File: config.mk
export PLATFORM = sky130hd
export DESIGN_NAME = xfer_chan
export DESIGN_NICKNAME = d
export VERILOG_FILES = /design/src/rtl/xfer_chan_pkg.sv /design/src/rtl/xfer_chan_regs.sv /design/src/rtl/xfer_chan_addr.sv /design/src/rtl/xfer_chan_fsm.sv /design/src/rtl/xfer_chan.sv
export SDC_FILE = /design/constraint.sdc
export NUM_CORES = 1
export LEC_CHECK = 0
export ABC_AREA = 1
export BUFFER_PORTS_ARGS = -buffer_cell sky130_fd_sc_hd__clkbuf_2
export CORE_AREA = 2 2 119 86
export DETAILED_ROUTE_END_ITERATION = 8
export DIE_AREA = 0 0 121 88
export SLEW_MARGIN = 40
export SYNTH_ARGS = -nofsm -noshare
export SYNTH_HDL_FRONTEND = slang
export SYNTH_HIERARCHICAL = 1
export SYNTH_SLANG_ARGS = --single-unit
File: constraint.sdc
create_clock -name clk -period 2.1 [get_ports clk]
set_clock_uncertainty 0.1 [all_clocks]
set_input_delay 0.105 -clock clk [delete_from_list [all_inputs] [get_ports clk]]
set_output_delay 0.105 -clock clk [all_outputs]
set_load 0.01 [all_outputs]
File: src/rtl/xfer_chan_pkg.sv
package xfer_chan_pkg;
    typedef enum logic [1:0] {S_IDLE, S_ARMED, S_FETCH} chan_state_t;

    localparam logic [2:0] SEL_START  = 3'd0;
    localparam logic [2:0] SEL_LENGTH = 3'd1;
    localparam logic [2:0] SEL_STRIDE = 3'd2;
    localparam logic [2:0] SEL_CTRL   = 3'd3;
    localparam logic [2:0] SEL_STATUS = 3'd4;

    localparam int CB_ENABLE = 0;
    localparam int CB_TX     = 1;
    localparam int CB_WRAP   = 2;
    localparam int CB_EXT    = 3;
endpackage

File: src/rtl/xfer_chan_regs.sv
module xfer_chan_regs
    import xfer_chan_pkg::*;
#(
    parameter int AW = 10
) (
    input  logic          clk,
    input  logic          rst_n,
    input  logic          cfg_we,
    input  logic [2:0]    cfg_addr,
    input  logic [AW-1:0] cfg_wdata,
    input  logic          blk_done,
    output logic [AW-1:0] start_addr,
    output logic [AW-1:0] length,
    output logic [AW-1:0] stride,
    output logic          dir_tx,
    output logic          wrap_mode,
    output logic          ext_trig,
    output logic          go,
    output logic          halt,
    output logic          zero_len,
    output logic          done
);
    logic ctrl_wr;
    logic done_clr;

    assign ctrl_wr  = cfg_we && (cfg_addr == SEL_CTRL);
    assign go       = ctrl_wr && cfg_wdata[CB_ENABLE];
    assign halt     = ctrl_wr && !cfg_wdata[CB_ENABLE];
    assign zero_len = (length == '0);
    assign done_clr = cfg_we && (cfg_addr == SEL_STATUS) && cfg_wdata[0];

    always_ff @(posedge clk or negedge rst_n) begin
        if (!rst_n) begin
            start_addr <= '0;
            length     <= '0;
            stride     <= '0;
            dir_tx     <= 1'b0;
            wrap_mode  <= 1'b0;
            ext_trig   <= 1'b0;
        end else if (cfg_we) begin
            unique case (cfg_addr)
                SEL_START:  start_addr <= cfg_wdata;
                SEL_LENGTH: length     <= cfg_wdata;
                SEL_STRIDE: stride     <= cfg_wdata;
                SEL_CTRL: begin
                    dir_tx    <= cfg_wdata[CB_TX];
                    wrap_mode <= cfg_wdata[CB_WRAP];
                    ext_trig  <= cfg_wdata[CB_EXT];
                end
                default: ;
            endcase
        end
    end

    always_ff @(posedge clk or negedge rst_n) begin
        if (!rst_n)                        done <= 1'b0;
        else if (blk_done || (go && zero_len)) done <= 1'b1;
        else if (done_clr)                 done <= 1'b0;
    end

    a_r8_done_sticky: assert property (@(posedge clk) disable iff (!rst_n)
        (done && !done_clr) |=> done);
    a_r11_zero_len_done: assert property (@(posedge clk) disable iff (!rst_n)
        (go && zero_len) |=> done);
endmodule

File: src/rtl/xfer_chan_addr.sv
module xfer_chan_addr #(
    parameter int AW = 10
) (
    input  logic          clk,
    input  logic          rst_n,
    input  logic          load,
    input  logic          step,
    input  logic [AW-1:0] start_addr,
    input  logic [AW-1:0] length,
    input  logic [AW-1:0] stride,
    output logic [AW-1:0] cur_addr,
    output logic          last
);
    logic [AW-1:0] remain;

    assign last = (remain == {{(AW-1){1'b0}}, 1'b1});

    always_ff @(posedge clk or negedge rst_n) begin
        if (!rst_n) begin
            cur_addr <= '0;
            remain   <= '0;
        end else if (load || (step && last)) begin
            cur_addr <= start_addr;
            remain   <= length;
        end else if (step) begin
            cur_addr <= cur_addr + stride;
            remain   <= remain - 1'b1;
        end
    end

    a_r3_stride_step: assert property (@(posedge clk) disable iff (!rst_n)
        (step && !last && !load) |=> (cur_addr == $past(cur_addr) + $past(stride)));
    a_r7_wrap_to_start: assert property (@(posedge clk) disable iff (!rst_n)
        (step && last && !load) |=> (cur_addr == $past(start_addr)));
endmodule

File: src/rtl/xfer_chan_fsm.sv
module xfer_chan_fsm
    import xfer_chan_pkg::*;
(
    input  logic clk,
    input  logic rst_n,
    input  logic go,
    input  logic halt,
    input  logic zero_len,
    input  logic dir_tx,
    input  logic wrap_mode,
    input  logic ext_trig,
    input  logic ext_req,
    input  logic rx_avail,
    input  logic tx_empty,
    input  logic last,
    output logic load,
    output logic step,
    output logic blk_done,
    output logic mem_req,
    output logic mem_we,
    output logic rx_pop,
    output logic tx_push,
    output logic busy
);
    chan_state_t state, state_nx;
    logic trig;

    assign trig = ext_trig ? ext_req : (dir_tx ? tx_empty : rx_avail);

    always_ff @(posedge clk or negedge rst_n) begin
        if (!rst_n) state <= S_IDLE;
        else        state <= state_nx;
    end

    always_comb begin
        state_nx = state;
        unique case (state)
            S_IDLE:  ;
            S_ARMED: if (trig) begin
                         if (dir_tx)                 state_nx = S_FETCH;
                         else if (last && !wrap_mode) state_nx = S_IDLE;
                     end
            S_FETCH: state_nx = (last && !wrap_mode) ? S_IDLE : S_ARMED;
            default: state_nx = S_IDLE;
        endcase
        if (halt)    state_nx = S_IDLE;
        else if (go) state_nx = zero_len ? S_IDLE : S_ARMED;
    end

    always_comb begin
        load     = go && !zero_len;
        mem_req  = (state == S_ARMED) && trig;
        mem_we   = !dir_tx;
        rx_pop   = mem_req && !dir_tx;
        tx_push  = (state == S_FETCH);
        step     = rx_pop || tx_push;
        blk_done = step && last;
        busy     = (state != S_IDLE);
    end

    a_r9_idle_quiet: assert property (@(posedge clk) disable iff (!rst_n)
        (state == S_IDLE) |-> !(mem_req || rx_pop || tx_push));
    a_r4_read_then_push: assert property (@(posedge clk) disable iff (!rst_n)
        (mem_req && !mem_we && !halt && !go) |=> tx_push);
    a_r2_one_word: assert property (@(posedge clk) disable iff (!rst_n)
        $onehot0({rx_pop, tx_push}));
    a_r6_block_stop: assert property (@(posedge clk) disable iff (!rst_n)
        (blk_done && !wrap_mode && !go) |=> !busy);
endmodule

File: src/rtl/xfer_chan.sv
module xfer_chan
    import xfer_chan_pkg::*;
#(
    parameter int AW = 10,
    parameter int DW = 16
) (
    input  logic          clk,
    input  logic          rst_n,
    input  logic          cfg_we,
    input  logic [2:0]    cfg_addr,
    input  logic [AW-1:0] cfg_wdata,
    output logic          busy,
    output logic          irq,
    output logic          mem_req,
    output logic          mem_we,
    output logic [AW-1:0] mem_addr,
    output logic [DW-1:0] mem_wdata,
    input  logic [DW-1:0] mem_rdata,
    input  logic          ext_req,
    input  logic          rx_avail,
    input  logic [DW-1:0] rx_data,
    output logic          rx_pop,
    input  logic          tx_empty,
    output logic          tx_push,
    output logic [DW-1:0] tx_data
);
    logic [AW-1:0] start_addr, length, stride;
    logic dir_tx, wrap_mode, ext_trig, go, halt, zero_len;
    logic load, step, blk_done, last;

    xfer_chan_regs #(.AW(AW)) u_regs (
        .clk(clk), .rst_n(rst_n), .cfg_we(cfg_we), .cfg_addr(cfg_addr),
        .cfg_wdata(cfg_wdata), .blk_done(blk_done), .start_addr(start_addr),
        .length(length), .stride(stride), .dir_tx(dir_tx), .wrap_mode(wrap_mode),
        .ext_trig(ext_trig), .go(go), .halt(halt), .zero_len(zero_len), .done(irq)
    );

    xfer_chan_addr #(.AW(AW)) u_addr (
        .clk(clk), .rst_n(rst_n), .load(load), .step(step),
        .start_addr(start_addr), .length(length), .stride(stride),
        .cur_addr(mem_addr), .last(last)
    );

    xfer_chan_fsm u_fsm (
        .clk(clk), .rst_n(rst_n), .go(go), .halt(halt), .zero_len(zero_len),
        .dir_tx(dir_tx), .wrap_mode(wrap_mode), .ext_trig(ext_trig),
        .ext_req(ext_req), .rx_avail(rx_avail), .tx_empty(tx_empty), .last(last),
        .load(load), .step(step), .blk_done(blk_done), .mem_req(mem_req),
        .mem_we(mem_we), .rx_pop(rx_pop), .tx_push(tx_push), .busy(busy)
    );

    assign mem_wdata = rx_data;
    assign tx_data   = mem_rdata;
endmodule

==> results of run 1 <==
## layout make-up
cell class	count	area (um2)
Multi-Input combinational cell	322	1640
Clock inverter	1	8.76
Sequential cell	56	1400
Clock buffer	7	133
Timing Repair Buffer	48	312
Inverter	51	191
Fill cell	972	5650
Tap cell	128	160
## sequential cells by signal, indices dropped and copies added, names as in the netlist
signal and flops:
u_regs/done 1, u_regs/length 10, u_regs/ext_trig 1, u_addr/remain 10
u_regs/stride 10, u_addr/cur_addr 10, u_fsm/state 2, u_regs/start_addr 10
u_regs/wrap_mode 1, u_regs/dir_tx 1
## through the flow
step | instance area (um2) | worst slack [ns]
after floorplan | 3530 | 0.233
after global routing | 3840 | -0.0141
after CTS | 3840 | 0.135
after global placement | 3670 | 0.182
final | 3840 | 0.162
after detailed placement | 3670 | 0.150
## cell usage after synthesis, types with 2 or more instances
cell type  number  area, um2
o21ai_1        31        155
ha_1           15        188
nand2_1       131        492
a21oi_1        16       80.1
inv_1          49        184
or2_1           2       12.5
or2_2           2       12.5
nor2_4          2       22.5
clkbuf_1        3       11.3
nor2_1         50        188
nor2_2          3       18.8
a31oi_1         2       12.5
nand3_2         3       30.0
nand3_1        31        155
o21ai_0        11       55.1
buf_4          33        248
dfrtp_1        56       1400
xor2_1          6       52.6
nand4_1         3       18.8
nand2_2         3       18.8
buf_2           7       35.0
## power by group through the flow
stage | logic [mW] | clock network, mW | registers, mW
finish | 1.67 | 0.841 | 1.60
floorplan | 1.25 | 0 | 1.61
detailed placement | 1.66 | 0 | 1.62
global placement | 1.63 | 0 | 1.62
global route | 1.94 | 0.904 | 1.65
CTS | 1.67 | 0.866 | 1.60
## worst max-delay path, stage by stage, from the launching register on
cell and delay [ns]:
dfrtp_1 0.41, ha_1 0.26, fa_1 0.43, nand3_1 0.10, nand2_1 0.12, nand2_1 0.12
nand2_1 0.06, nand2_1 0.05, nand3_1 0.06, nand2_1 0.07, nand2_1 0.05
## routing by layer
metal	global-route usage	up-vias	part of all wire
met5	0	-	0
met4	0.0243	0	0.0042
met1	0.262	1371	0.53
met2	0.239	96	0.40
met3	0.0462	5	0.072
li1	-	1490	-
## logic make-up after synthesis
group / share of synthesized area
fa+ha+maj: 0.0588
compound gates: 0.102
simple gates: 0.287
buf+inv: 0.141
xor+xnor: 0.0149
flops: 0.397
## repair_timing
| action | 4_1_cts | 5_1_grt |
|---|---|---|
| setup endpoints to repair | 0 | 6 |
| hold endpoints to repair | 21 | 0 |
| hold buffers | 3 | 0 |
| resized for setup | 0 | 2 |
## worst min path at each step
stage / cells after the start / start / slack (ns) / end
global route: 3 / cfg_wdata[8] / 0.02 / u_regs/length[8]
detailed placement: 1 / rst_n / -0.009 / u_addr/remain[2]
floorplan: 0 / rst_n / -0.29 / u_addr/cur_addr[0]
CTS: 3 / cfg_wdata[8] / 0.003 / u_regs/length[8]
global placement: 1 / rst_n / -0.01 / u_addr/remain[2]
finish: 3 / cfg_wdata[8] / 0.005 / u_regs/length[8]
==> results.cfg, run 1 <==
[power_and_ir_drop]
clkPwrFrac = 0.204
p_switching_mw = 1.63
p_sw_frac = 0.395
vdd_drop_max_mv = 0.434
intPower_mw = 2.49
combPwrFrac = 0.406
power_mw = 4.12
power_density_nw_per_um2 = 1070
p_leak_nw = 2.02
seqPwrFrac = 0.389

[placement]
portBuffers = 34
gp_congestion = 0.828
dp.cells = 602
dp_hpwl_um = 6160

[setup_path]
r2r_setup_slack_ns = 0.16
critPathKind = register to register
reg2reg_from = u_addr/cur_addr[0]
crit_end = u_addr/cur_addr[8]
end_kind = register
required_ns = 2.19
start_kind = register
r2r-end = u_addr/cur_addr[8]
crit_arrival_ns = 2.03
worst_r2r_path_depth = 10
critPathLaunch = u_addr/cur_addr[0]
path_max_fanout = 3

[route]
drtIter0Drc = 221
dr.pass1.iters = 5
wl_per_cell_um = 13.2
num_vias = 2962
routed_wl_um = 8090
route.detailed.drc = 0
ant_nets = 0
vias_per_cell = 4.83

[outcome]
status = finished clean

[grt]
grt_pass1_vias = 2917
grt_pass1_wl_um = 14400
antenna_found_initial = 0
track_usage = 0.169
overflow = 0
grt_max_degree = 41

[layout]
fin_nets = 551
layout_commonest_cell = nand2_1
final_core_util = 0.405
n_antenna_cell = 0
drive_gt1_frac = 0.146
final_cell_mix = nand2_1, dfrtp_1, inv_1, nor2_1, clkbuf_2
flow.area_growth_from_synthesis_pct = 8.78
final-instance-count-excl-fill = 613

[synthesis]
syn-num-nets = 540
synth_top_flop_cell = dfrtp_1
synth_cell_types = 35
synth_seq_cells = 56
ys.warnings.count = 6
synthesis.area_um2 = 3530
avgSynthCellArea_um2 = 7.47
ys_seq_area_frac = 0.397
syn_inst = 473
async_flop_share = 1.00
synth_edf_count = 0

[floorplanning]
fp.dieH_um = 88
initial_core_util = 0.372
die_area_um2 = 10600
num_io_pins = 99
rows = 30
die-width_um = 121
core_um2 = 9500

[sta]
hold_viol = 0
finalMaxSlewViolations = 0
setup_viol = 0
whs_ns = 0.00490
grt_setup_unrepaired = yes
period_share = 0.923
fmax_mhz = 516
post-route-min-period_ns = 1.94
slew_headroom = 0.550
fin_tns_setup_ns = 0
worst_pin_slew_ns = 0.674

[clocking]
cts_sinks = 56
post_cts_buffers = 0
numCtsBuffers = 5
htree_levels = 2
clkTransAtPathRegs_ns = 0.07
cts_tree = yes
cts_root_buf = clkbuf_16
clk_latency_ns = 0.30
clk_path_buf_depth = 2

[worst_hold_path]
min_path_type = primary input to register

[flow_run]
cap_violations = 0
(Power assumes the default switching activity.)
==> inputs of run 2 (changes only) <==
==> constraint.sdc (replaced) <==
create_clock -name clk -period 2.1 [get_ports clk]
set_clock_uncertainty 0.1 [all_clocks]
set_input_delay 0.42 -clock clk [delete_from_list [all_inputs] [get_ports clk]]
set_output_delay 0.42 -clock clk [all_outputs]
set_load 0.01 [all_outputs]
==> run 2 against run 1 <==
Effect of this change:
- sequential power about the same
- hold slack improved by 0.018 ns
- register-to-register slack about the same
- combinational power about the same
- worst setup slack got worse by 0.012 ns
- die area unchanged
- global-route usage decreased by 0.52 points
- final area about the same
- clock power decreased by 3.7%
- cell count unchanged
- clock-buffer cell count decreased by 2
- critical path depth decreased by 1
- critical path type unchanged
==> results.cfg, run 2 (synthesis results as in run 1) <==
[sta]
period_share = 0.929
worst_pin_slew_ns = 0.373
finalMaxSlewViolations = 0
fmax_mhz = 513
grt_setup_unrepaired = no
setup_viol = 0
whs_ns = 0.0228
post-route-min-period_ns = 1.95
fin_tns_setup_ns = 0
slew_headroom = 0.749
hold_viol = 0

[clocking]
clkTransAtPathRegs_ns = 0.07
post_cts_buffers = 0
cts_root_buf = clkbuf_16
cts_tree = yes
clk_latency_ns = 0.29
numCtsBuffers = 5
htree_levels = 2
cts_sinks = 56
clk_path_buf_depth = 2

[setup_path]
crit_chain = nor2_1 > nand3_1 > nor2_2 > or2_1 > inv_1 > o21bai_2 > buf_4 > or2_2 > a21oi_1
crit_end = u_addr/remain[1]
r2r_setup_slack_ns = 0.15
r2r-end = u_addr/remain[1]
critPathLaunch = u_regs/length[1]
end_kind = register
crit_arrival_ns = 2.07
critPathKind = register to register
start_kind = register
worst_r2r_path_depth = 9
path_max_fanout = 12
reg2reg_from = u_regs/length[1]
cp_slowest_stage_delay_ns = 0.40
path_depth = 9
path_buf_inv = 2
crit_family = simple AND/OR/NAND/NOR gates
required_ns = 2.22
cp_slowest_cell = dfrtp_1

[power_and_ir_drop]
p_switching_mw = 1.61
seqPwrFrac = 0.391
power_density_nw_per_um2 = 1070
p_sw_frac = 0.393
p_leak_nw = 2.02
power_mw = 4.10
combPwrFrac = 0.411
clkPwrFrac = 0.198
vdd_drop_max_mv = 0.576
intPower_mw = 2.49

[layout]
layout_commonest_cell = nand2_1
flow.area_growth_from_synthesis_pct = 8.68
final_core_util = 0.404
fin_area_um2 = 3840
n_antenna_cell = 0
fin_nets = 552
drive_gt1_frac = 0.161
final_cell_mix = nand2_1, dfrtp_1, inv_1, nor2_1, clkbuf_2

[placement]
portBuffers = 34
dp_hpwl_um = 6050
gp_congestion = 0.918
post_dp_cell_area_um2 = 3700

[route]
num_vias = 2928
route.detailed.drc = 0
wl_per_cell_um = 13.0
routed_wl_um = 7970
ant_nets = 0
drtIter0Drc = 174
vias_per_cell = 4.78
dr.pass1.iters = 5

[grt]
grt_max_degree = 57
grtUsageMet2 = 0.237
grt_util_met1 = 0.247
track_usage = 0.164
busiest_layer = met1
grt_pass1_vias = 2806
overflow = 0
grt_pass1_wl_um = 13800
globalRouteMet3Util = 0.0436
antenna_found_initial = 0

[floorplanning]
core_um2 = 9500
die-width_um = 121
initial_core_util = 0.372
rows = 30
num_io_pins = 99
die_area_um2 = 10600
fp.dieH_um = 88

[flow_run]
cap_violations = 0

[worst_hold_path]
min_path_type = primary input to async pin

[outcome]
status = finished clean
[run 2: worst min path at each step]
stage | startpoint | endpoint | slack (ns) | cells past startpoint
after floorplan | rst_n | u_addr/cur_addr[0] | 0.02 | 0
after global placement | rst_n | u_addr/remain[2] | 0.36 | 2
after global routing | rst_n | u_addr/remain[2] | 0.05 | 2
final | rst_n | u_addr/remain[2] | 0.02 | 2
after CTS | rst_n | u_regs/start_addr[5] | 0.04 | 2
after detailed placement | rst_n | u_addr/remain[2] | 0.35 | 2
[run 2: worst register-to-register path: stages, from the launching register on]
cell and delay (ns):
dfrtp_1 0.40, nor2_1 0.13, nand3_1 0.13, nor2_2 0.12, or2_1 0.13, inv_1 0.07
o21bai_2 0.20, buf_4 0.18, or2_2 0.28, a21oi_1 0.14
[run 2: power groups by stage]
stage          sequential [mW]  combinational [mW]  clock [mW]
4_1_cts                   1.61                1.68       0.841
3_5_place_dp              1.62                1.67           0
2_1_floorplan             1.61                1.25           0
5_1_grt                   1.65                1.93       0.879
3_3_place_gp              1.62                1.64           0
6_report                  1.60                1.68       0.810
[run 2: final cells by class]
type | count | area [um2]
fill | 981 | 5660
multi-input combinational | 322 | 1640
sequential | 56 | 1400
timing repair buffer | 49 | 308
inverter | 51 | 191
tap | 128 | 160
clock buffer | 5 | 125
clock inverter | 2 | 12.5
[run 2: routing by layer]
| metal | vias to the layer above | wire (um) |
|---|---|---|
| li1 | 1486 | - |
| met3 | 5 | 558 |
| met1 | 1329 | 4150 |
| met5 | - | 0 |
| met2 | 108 | 3220 |
| met4 | 0 | 37 |
[run 2: repair_timing]
action,4_1_cts,5_1_grt
gates resized for setup,0,3
setup endpoints to repair,0,8
hold buffers,0,0
[run 2: metrics by stage]
| step | instances | setup slack (ns) |
|---|---|---|
| 6_report | 613 | 0.150 |
| 5_1_grt | 613 | 0.00305 |
| 4_1_cts | 613 | 0.0822 |
| 3_5_place_dp | 606 | 0.0106 |
| 3_3_place_gp | 606 | 0.0786 |
| 2_1_floorplan | 473 | 0.0374 |
